**config.mk**
```make
export PLATFORM = sky130hd
export DESIGN_NAME = pal_access_port
export DESIGN_NICKNAME = d
export VERILOG_FILES = /design/src/rtl/pal_pkg.sv /design/src/rtl/pal_index_reg.sv /design/src/rtl/pal_store.sv /design/src/rtl/pal_view.sv /design/src/rtl/pal_access_port.sv
export SDC_FILE = /design/constraint.sdc
export NUM_CORES = 1
export LEC_CHECK = 0
export ABC_AREA = 0
export BUFFER_PORTS_ARGS = -buffer_cell sky130_fd_sc_hd__buf_4
export CAP_MARGIN = 40
export CORE_ASPECT_RATIO = 1.1
export CORE_MARGIN = 2
export CORE_UTILIZATION = 55
export DETAILED_ROUTE_END_ITERATION = 12
export PLACE_DENSITY_LB_ADDON = 0.25
export SYNTH_ARGS = -nofsm -noshare
export SYNTH_HDL_FRONTEND = slang
export SYNTH_SLANG_ARGS = --single-unit
```
**constraint.sdc**
```tcl
create_clock -name clk -period 2.3 [get_ports clk]
set_input_delay 0.23 -clock clk [delete_from_list [all_inputs] [get_ports clk]]
set_output_delay 0.23 -clock clk [all_outputs]
set_load 0.02 [all_outputs]
```
**src/rtl/pal_pkg.sv**
```systemverilog
package pal_pkg;
  localparam int NUM_PORTS = 2;
  localparam int BYTE_W    = 8;
  localparam int ENTRY_W   = 2 * BYTE_W;

  // bus_sel[1] picks the port, bus_sel[0] picks data over pointer
  typedef enum logic [1:0] {
    SEL_BG_PTR   = 2'd0,
    SEL_BG_DATA  = 2'd1,
    SEL_OBJ_PTR  = 2'd2,
    SEL_OBJ_DATA = 2'd3
  } reg_sel_e;
endpackage

```
**src/rtl/pal_index_reg.sv**
```systemverilog
module pal_index_reg #(
  parameter int IDX_W = 6   // byte index width, at most 6
) (
  input  logic             clk,
  input  logic             rst_n,
  input  logic             ptr_we,
  input  logic             data_we,
  input  logic [IDX_W-1:0] ptr_val,
  input  logic             inc_val,
  output logic [IDX_W-1:0] idx_q,
  output logic             inc_q,
  output logic [7:0]       ptr_rd
);
  always_ff @(posedge clk) begin
    if (!rst_n) begin
      idx_q <= '0;
      inc_q <= 1'b0;
    end else if (ptr_we) begin
      idx_q <= ptr_val;
      inc_q <= inc_val;
    end else if (data_we && inc_q) begin
      idx_q <= idx_q + IDX_W'(1);
    end
  end

  // pointer read: flag on top, filler ones, index at the bottom
  always_comb begin
    ptr_rd             = 8'hFF;
    ptr_rd[IDX_W-1:0]  = idx_q;
    ptr_rd[7]          = inc_q;
  end
endmodule

```
**src/rtl/pal_store.sv**
```systemverilog
module pal_store #(
  parameter int IDX_W = 6
) (
  input  logic                                    clk,
  input  logic                                    we,
  input  logic                                    we_port,
  input  logic [IDX_W-1:0]                        we_idx,
  input  logic [7:0]                              we_byte,
  input  logic [pal_pkg::NUM_PORTS-1:0][IDX_W-1:0] rd_idx,
  output logic [pal_pkg::NUM_PORTS-1:0][7:0]       rd_byte
);
  import pal_pkg::*;
  localparam int HALF_ENT = 2 ** (IDX_W - 1);
  localparam int ENTRIES  = NUM_PORTS * HALF_ENT;
  localparam int ADDR_W   = $clog2(ENTRIES);

  logic [ENTRY_W-1:0] mem_q [ENTRIES];
  logic [ADDR_W-1:0]  waddr;

  assign waddr = {we_port, we_idx[IDX_W-1:1]};

  // contents are not reset; only the addressed lane is written
  always_ff @(posedge clk) begin
    if (we) begin
      if (we_idx[0]) mem_q[waddr][ENTRY_W-1:BYTE_W] <= we_byte;
      else           mem_q[waddr][BYTE_W-1:0]       <= we_byte;
    end
  end

  for (genvar p = 0; p < NUM_PORTS; p++) begin : g_rd
    logic [ADDR_W-1:0]  raddr;
    logic [ENTRY_W-1:0] rword;
    assign raddr      = {1'(p), rd_idx[p][IDX_W-1:1]};
    assign rword      = mem_q[raddr];
    assign rd_byte[p] = rd_idx[p][0] ? rword[ENTRY_W-1:BYTE_W] : rword[BYTE_W-1:0];
  end
endmodule

```
**src/rtl/pal_view.sv**
```systemverilog
module pal_view (
  input  logic       clk,
  input  logic       rst_n,
  input  logic [7:0] byte_in,
  output logic [7:0] view_q
);
  // reloaded every clock: one clock behind pointer or store changes
  always_ff @(posedge clk) begin
    if (!rst_n) view_q <= '0;
    else        view_q <= byte_in;
  end
endmodule

```
**src/rtl/pal_access_port.sv**
```systemverilog
module pal_access_port #(
  parameter int IDX_W = 6
) (
  input  logic       clk,
  input  logic       rst_n,
  input  logic       bus_wr,
  input  logic [1:0] bus_sel,
  input  logic [7:0] bus_wdata,
  output logic [7:0] bus_rdata
);
  import pal_pkg::*;

  logic [NUM_PORTS-1:0][IDX_W-1:0] port_idx;
  logic [NUM_PORTS-1:0]            port_inc;
  logic [NUM_PORTS-1:0][7:0]       ptr_rd;
  logic [NUM_PORTS-1:0][7:0]       store_byte;
  logic [NUM_PORTS-1:0][7:0]       view;
  logic                            data_wr;

  assign data_wr = bus_wr && bus_sel[0];

  for (genvar p = 0; p < NUM_PORTS; p++) begin : g_port
    logic hit;
    assign hit = (bus_sel[1] == 1'(p));

    pal_index_reg #(.IDX_W(IDX_W)) u_idx (
      .clk     (clk),
      .rst_n   (rst_n),
      .ptr_we  (bus_wr && hit && !bus_sel[0]),
      .data_we (bus_wr && hit && bus_sel[0]),
      .ptr_val (bus_wdata[IDX_W-1:0]),
      .inc_val (bus_wdata[7]),
      .idx_q   (port_idx[p]),
      .inc_q   (port_inc[p]),
      .ptr_rd  (ptr_rd[p])
    );

    pal_view u_view (
      .clk     (clk),
      .rst_n   (rst_n),
      .byte_in (store_byte[p]),
      .view_q  (view[p])
    );
  end

  pal_store #(.IDX_W(IDX_W)) u_store (
    .clk     (clk),
    .we      (data_wr),
    .we_port (bus_sel[1]),
    .we_idx  (port_idx[bus_sel[1]]),
    .we_byte (bus_wdata),
    .rd_idx  (port_idx),
    .rd_byte (store_byte)
  );

  always_comb begin
    if (bus_sel[0]) bus_rdata = view[bus_sel[1]];
    else            bus_rdata = ptr_rd[bus_sel[1]];
  end
endmodule

```
==> Yosys cells after proc, flatten, opt, wreduce, memory -nomap -nowiden <==
Memories as Yosys holds them, arrays and structs flattened. A register that Yosys moved wholly into a read port is not among the register bits.
Cells that the tools add are included.
{ "word_totals": {"reg_bits": 30, "ramBits": 1024, "input_bits": 13, "output_inout_bits": 8, "elab_cells": 46, "n_memories": 1} }
{ "memory_table": {"columns": ["name", "words", "width", "rd", "rd_clocked_by_memory_dff", "wr", "line_no", "text"], "rows": [
  ["u_store.mem_q", 64, 16, 2, 2, 1, "pal_store.sv:17", "logic [ENTRY_W-1:0] mem_q [ENTRIES];"]
]} }
{ "op_classes": {"add_sub_neg": 2, "magnitude_cmp": 1, "muxes": 23, "bitwise": 1, "n_reduce_logical": 12} }
{ "op_table": {"columns": ["op", "n"], "rows": [
  ["two-way mux 6 bit", 10],
  ["two-way mux 8 bit", 7],
  ["adder 6 x 1 -> 6 bit (second input constant)", 2],
  ["logical AND 1 bit", 9],
  ["two-way mux 1 bit", 6],
  ["nonzero test 2 bit", 2],
  ["less-than comparator 1 x 2 -> 1 bit (second input constant)", 1],
  ["logical NOT 1 bit", 1],
  ["inverter 1 bit", 1]
]} }

==> Longest topological paths before layout <==
{ "logic_depth": {"ltp_word": 8, "depth_mapped": 9, "ltp_nobuf": 5} }

==> Cells and area by module <==
From an unflattened synthesis, not the netlist that was laid out.
{ "hier_totals": {"cells_unflattened": 2013, "area_unflattened_um2": 41651.2} }
{ "by_module_without_submodules": {"columns": ["module", "n_inst", "cells_per_inst", "area_each_um2", "seq_area_each_um2"], "rows": [
  ["pal_store", 1, 1863, 40087.2, 30749.5],
  ["pal_index_reg", 2, 48, 414.1, 140.1],
  ["pal_view", 2, 16, 210.2, 160.2],
  ["pal_access_port", 1, 22, 315.3, 0.0]
]} }

==> Worst setup path after synthesis <==
No wires, ideal clock.
{ "synth_timing": {"path_type": "reg2reg", "startpoint": "register g_port[1].u_idx.idx_q[0]", "endpoint": "memory u_store.mem_q[56][0] (netlist bit) (enable)", "setup_time_ps": 370, "arrival_ps": 1759, "required_ps": 1930, "slack_ps": 171, "stages_incl_launch_ff": 7, "path_buffers": 2, "synth_period_minus_slack_ps": 2129, "path_cell_list": "dfxtp_1 > clkbuf_1 > mux2i_1 > and3_1 > clkbuf_1 > nand4_1 > nor2_1"} }
{ "synth_via": {"elab_chain_len": 5} }
{ "synth_rtl": {"columns": ["element", "line_no", "text"], "rows": [
  ["from (decl)", "pal_index_reg.sv:10", "output logic [IDX_W-1:0] idx_q,"],
  ["from (signal assigned)", "pal_index_reg.sv:19", "idx_q <= ptr_val;"],
  ["from (signal assigned)", "pal_index_reg.sv:22", "idx_q <= idx_q + IDX_W'(1);"],
  ["two-way mux 6 bit (implied by the code) (2 in a row)", "pal_access_port.sv:50", ".we_idx (port_idx[bus_sel[1]]),"],
  ["two-way mux 1 bit", "pal_store.sv:25", "if (we_idx[0]) mem_q[waddr][ENTRY_W-1:BYTE_W] <= we_byte;"],
  ["two-way mux 1 bit", "pal_store.sv:24", "if (we) begin"],
  ["two-way mux 1 bit (implied by the code)", "pal_store.sv:26", "else mem_q[waddr][BYTE_W-1:0] <= we_byte;"],
  ["to (decl)", "pal_store.sv:17", null]
]} }
Every way passes these cells. The select of a mux whose other input is x is not followed.

==> impl_metrics.py <==
metrics = {
    "setup_path": {
        "required_ns": 2.83,
        "path_class": "flip-flop to flip-flop",
        "worstPathArrival_ns": 2.80,
        "crit_family": "multiplexers",
        "crit_chain": "buf_12 > buf_12 > mux4_2 > mux4_2 > nor2b_1 > a221o_1",
        "path_buf_inv": 2,
        "critPathSlowestCell": "mux4_2",
        "worst-path-max-fanout": 15,
        "slowest_delay_ns": 0.54,
        "cp-end-kind": "flip-flop",
        "critPathLaunchType": "flip-flop",
    },
    "floorplanning": {
        "die_area_sq_um": 77400,
        "ios": 21,
        "core_sq_um": 74500,
        "die_y_um": 291,
        "dieWidth_um": 265,
        "row_count": 105,
        "start_util_pct": 55.5,
    },
    "layout": {
        "final_util_pct": 64.2,
        "seq_area_sq_um": 31600,
        "area_growth_pct": 15.8,
        "antenna_cells": 0,
        "final_net_count": 2308,
        "multi_input_area_sq_um": 9230,
        "final_common_cell": "edfxtp_1",
        "most-common-layout-cells": "edfxtp_1, buf_4, mux4_2",
        "nFillCells": 4838,
        "layout.cells.non_filler": 3333,
        "layout-drive-gt1-share_pct": 31.4,
    },
    "cts": {
        "numCtsBuffers": 99,
        "clkTransAtPathRegs_ns": 0.07,
        "cts_tree": "built",
        "cts_sinks": 1064,
        "cts-root-buf": "clkbuf_16",
        "cts.path.max_buffers": 3,
        "htreeDepth": 3,
        "hold_buffers": 0,
        "clk-insertion-delay-late_ns": 0.66,
    },
    "synth": {
        "synth_cell_type_count": 54,
        "syn-cell-area_sq_um": 41300,
        "yosys.area.top_type_share_pct": 74.4,
        "yosys_most_used_dff": "edfxtp_1",
        "synth_nets": 2007,
        "ys_seq_elements": 1064,
        "synthCells": 1992,
        "synthTopCellsByArea": "edfxtp_1, mux4_2, dfxtp_1",
        "ys.warnings.count": 0,
        "yosysTopAreaCell": "edfxtp_1",
        "async_flop_share_pct": 0,
        "ys_seq_area_share_pct": 76.3,
        "synth_edf_count": 1024,
        "syn_avg_cell_area_sq_um": 20.7,
    },
    "timing": {
        "setup_violations": 0,
        "slew_violations": 0,
        "fmax_ghz": 0.440,
        "hold_violations": 0,
        "min_period_ns": 2.27,
        "finClkSkew_ns": 0.0321,
        "rsz0062_at_grt": "yes",
        "period_share_pct": 98.7,
        "tightest_slew_ns": 0.796,
        "fin_hold_ws_ns": 0.0332,
        "slew_headroom_pct": 46.9,
    },
    "placed_design": {
        "gp_congestion": 0.942,
        "dp_cells": 3144,
        "hpwl_um": 63200,
        "portBuffers": 20,
    },
    "power_and_ir_drop": {
        "peakVddDrop_mv": 0.657,
        "p_comb_share_pct": 4.5,
        "p_leak_uw": 0.0152,
        "p_sw_uw": 8040,
        "p_sw_share_pct": 20.7,
        "internal_power_uw": 30800,
        "pwr-share-seq_pct": 55.0,
        "clkPwrFrac_pct": 40.5,
        "p_per_area_nw_per_um2": 811,
    },
    "grt": {
        "grt_max_degree": 103,
        "antenna_found_initial": 3,
        "grt_pass1_vias": 21532,
        "grt_util_all_layers_pct": 25.5,
        "gr-total-overflow": 0,
        "grt_pass1_wl_um": 143000,
    },
    "detailed_routing": {
        "drc": 0,
        "drtIter0Drc": 2276,
        "dr.pass1.iters": 7,
        "vias_per_cell": 6.31,
        "ant_nets": 0,
        "wl_per_cell_um": 29.2,
        "num_vias": 21019,
        "finalWirelength_um": 97400,
    },
    "flow_run": {
        "cap_violations": 0,
    },
    "outcome": {
        "status": "finished, final reports clean",
    },
    "hold_path": {
        "hp-class": "primary input to flip-flop",
    },
}
-- stage by stage --
step / worst slack [ns] / TNS, ns / instance area, sq um / total power (uW)
3_5_place_dp: -0.107 / -0.471 / 44500 / 23500
3_3_place_gp: -0.111 / -0.111 / 44500 / 23400
2_1_floorplan: 0.171 / 0 / 41300 / 22600
5_1_grt: -0.0199 / -0.0962 / 47900 / 39900
6_report: 0.0293 / 0 / 47900 / 38800
4_1_cts: 0.0185 / 0 / 47700 / 39000
-- worst paths after layout --
kind,slack (ns),cells past startpoint,from,end
worst max-delay path,0.03,6,flip-flop,g_port[0].u_view.view_q[7]$_SDFF_PN0_
worst min-delay path,0.03,1,bus_wdata[7],u_store.mem_q[30][15]$_DFFE_PP_
worst max register to register,0.03,6,flip-flop,g_port[0].u_view.view_q[7]$_SDFF_PN0_
worst min register to register,0.49,2,g_port[1].u_idx.inc_q$_SDFFE_PN0P_,g_port[1].u_idx.inc_q$_SDFFE_PN0P_
-- layer usage --
layer,track usage [%],share of wire [%],up-vias,wire (um)
met3,4.78,8.1,222,7870
met5,0,0.028,-,27
met2,42.0,50,994,48700
met1,34.1,38,10985,36800
met4,10.4,4.2,4,4090
li1,-,-,8814,-
-- synthesized netlist by cell type (all sizes together), types with 8 or more instances --
cell type / count
mux2i: 50
a221oi: 8
mux4: 269
nand3: 33
o22ai: 19
mux2: 18
clkbuf: 35
dfxtp: 40
a31oi: 9
nor2b: 13
nor3: 8
nor2: 177
a211oi: 9
edfxtp: 1024
o21ai: 28
a21oi: 18
buf: 68
nand2: 81
-- state kept, by name, indices dropped and copies added (netlist names), named ones only --
register	flops
g_port.u_idx.idx_q	12
g_port.u_idx.inc_q	2
g_port.u_view.view_q	16
u_store.mem_q	1024
-- power by group through the flow --
| stage | Combinational, uW | Sequential [uW] | Clock [uW] |
|---|---|---|---|
| final | 1740 | 21400 | 15700 |
| after global routing | 1840 | 21300 | 16700 |
| after CTS | 1720 | 21300 | 15900 |
| after detailed placement | 1710 | 21800 | 0 |
| after global placement | 1670 | 21800 | 0 |
| after floorplan | 842 | 21700 | 0 |
-- final cells by class --
type | instances | share of cell area [%]
multi-input cells | 817 | 19.3
clock buffers | 128 | 5.56
clock inverters | 50 | 0.910
repair buffers | 303 | 5.70
well taps | 963 | 2.52
flip-flops and latches | 1064 | 66.0
inverters | 8 | 0.0628
-- timing repair --
item | 4_1_cts | 5_1_grt
gates resized for setup | 3 | 13
endpoints found under the setup margin | 4 | 11
endpoints found under the hold margin | 0 | 0
pin swaps | 0 | 0
cloned | 0 | 3
buffers inserted | 3 | 5
-- cell families after synthesis --
| kind of cell | share of synthesized area (%) |
|---|---|
| AOI/OAI and AO/OA | 2.03 |
| xor gates and xnor gates | 0.0848 |
| DFF | 76.3 |
| adders and majority gates | 0.0605 |
| and+or+nand+nor | 3.66 |
| buffers and inverters | 1.41 |
| muxes | 16.4 |
Power figures use the tool's default switching activity.
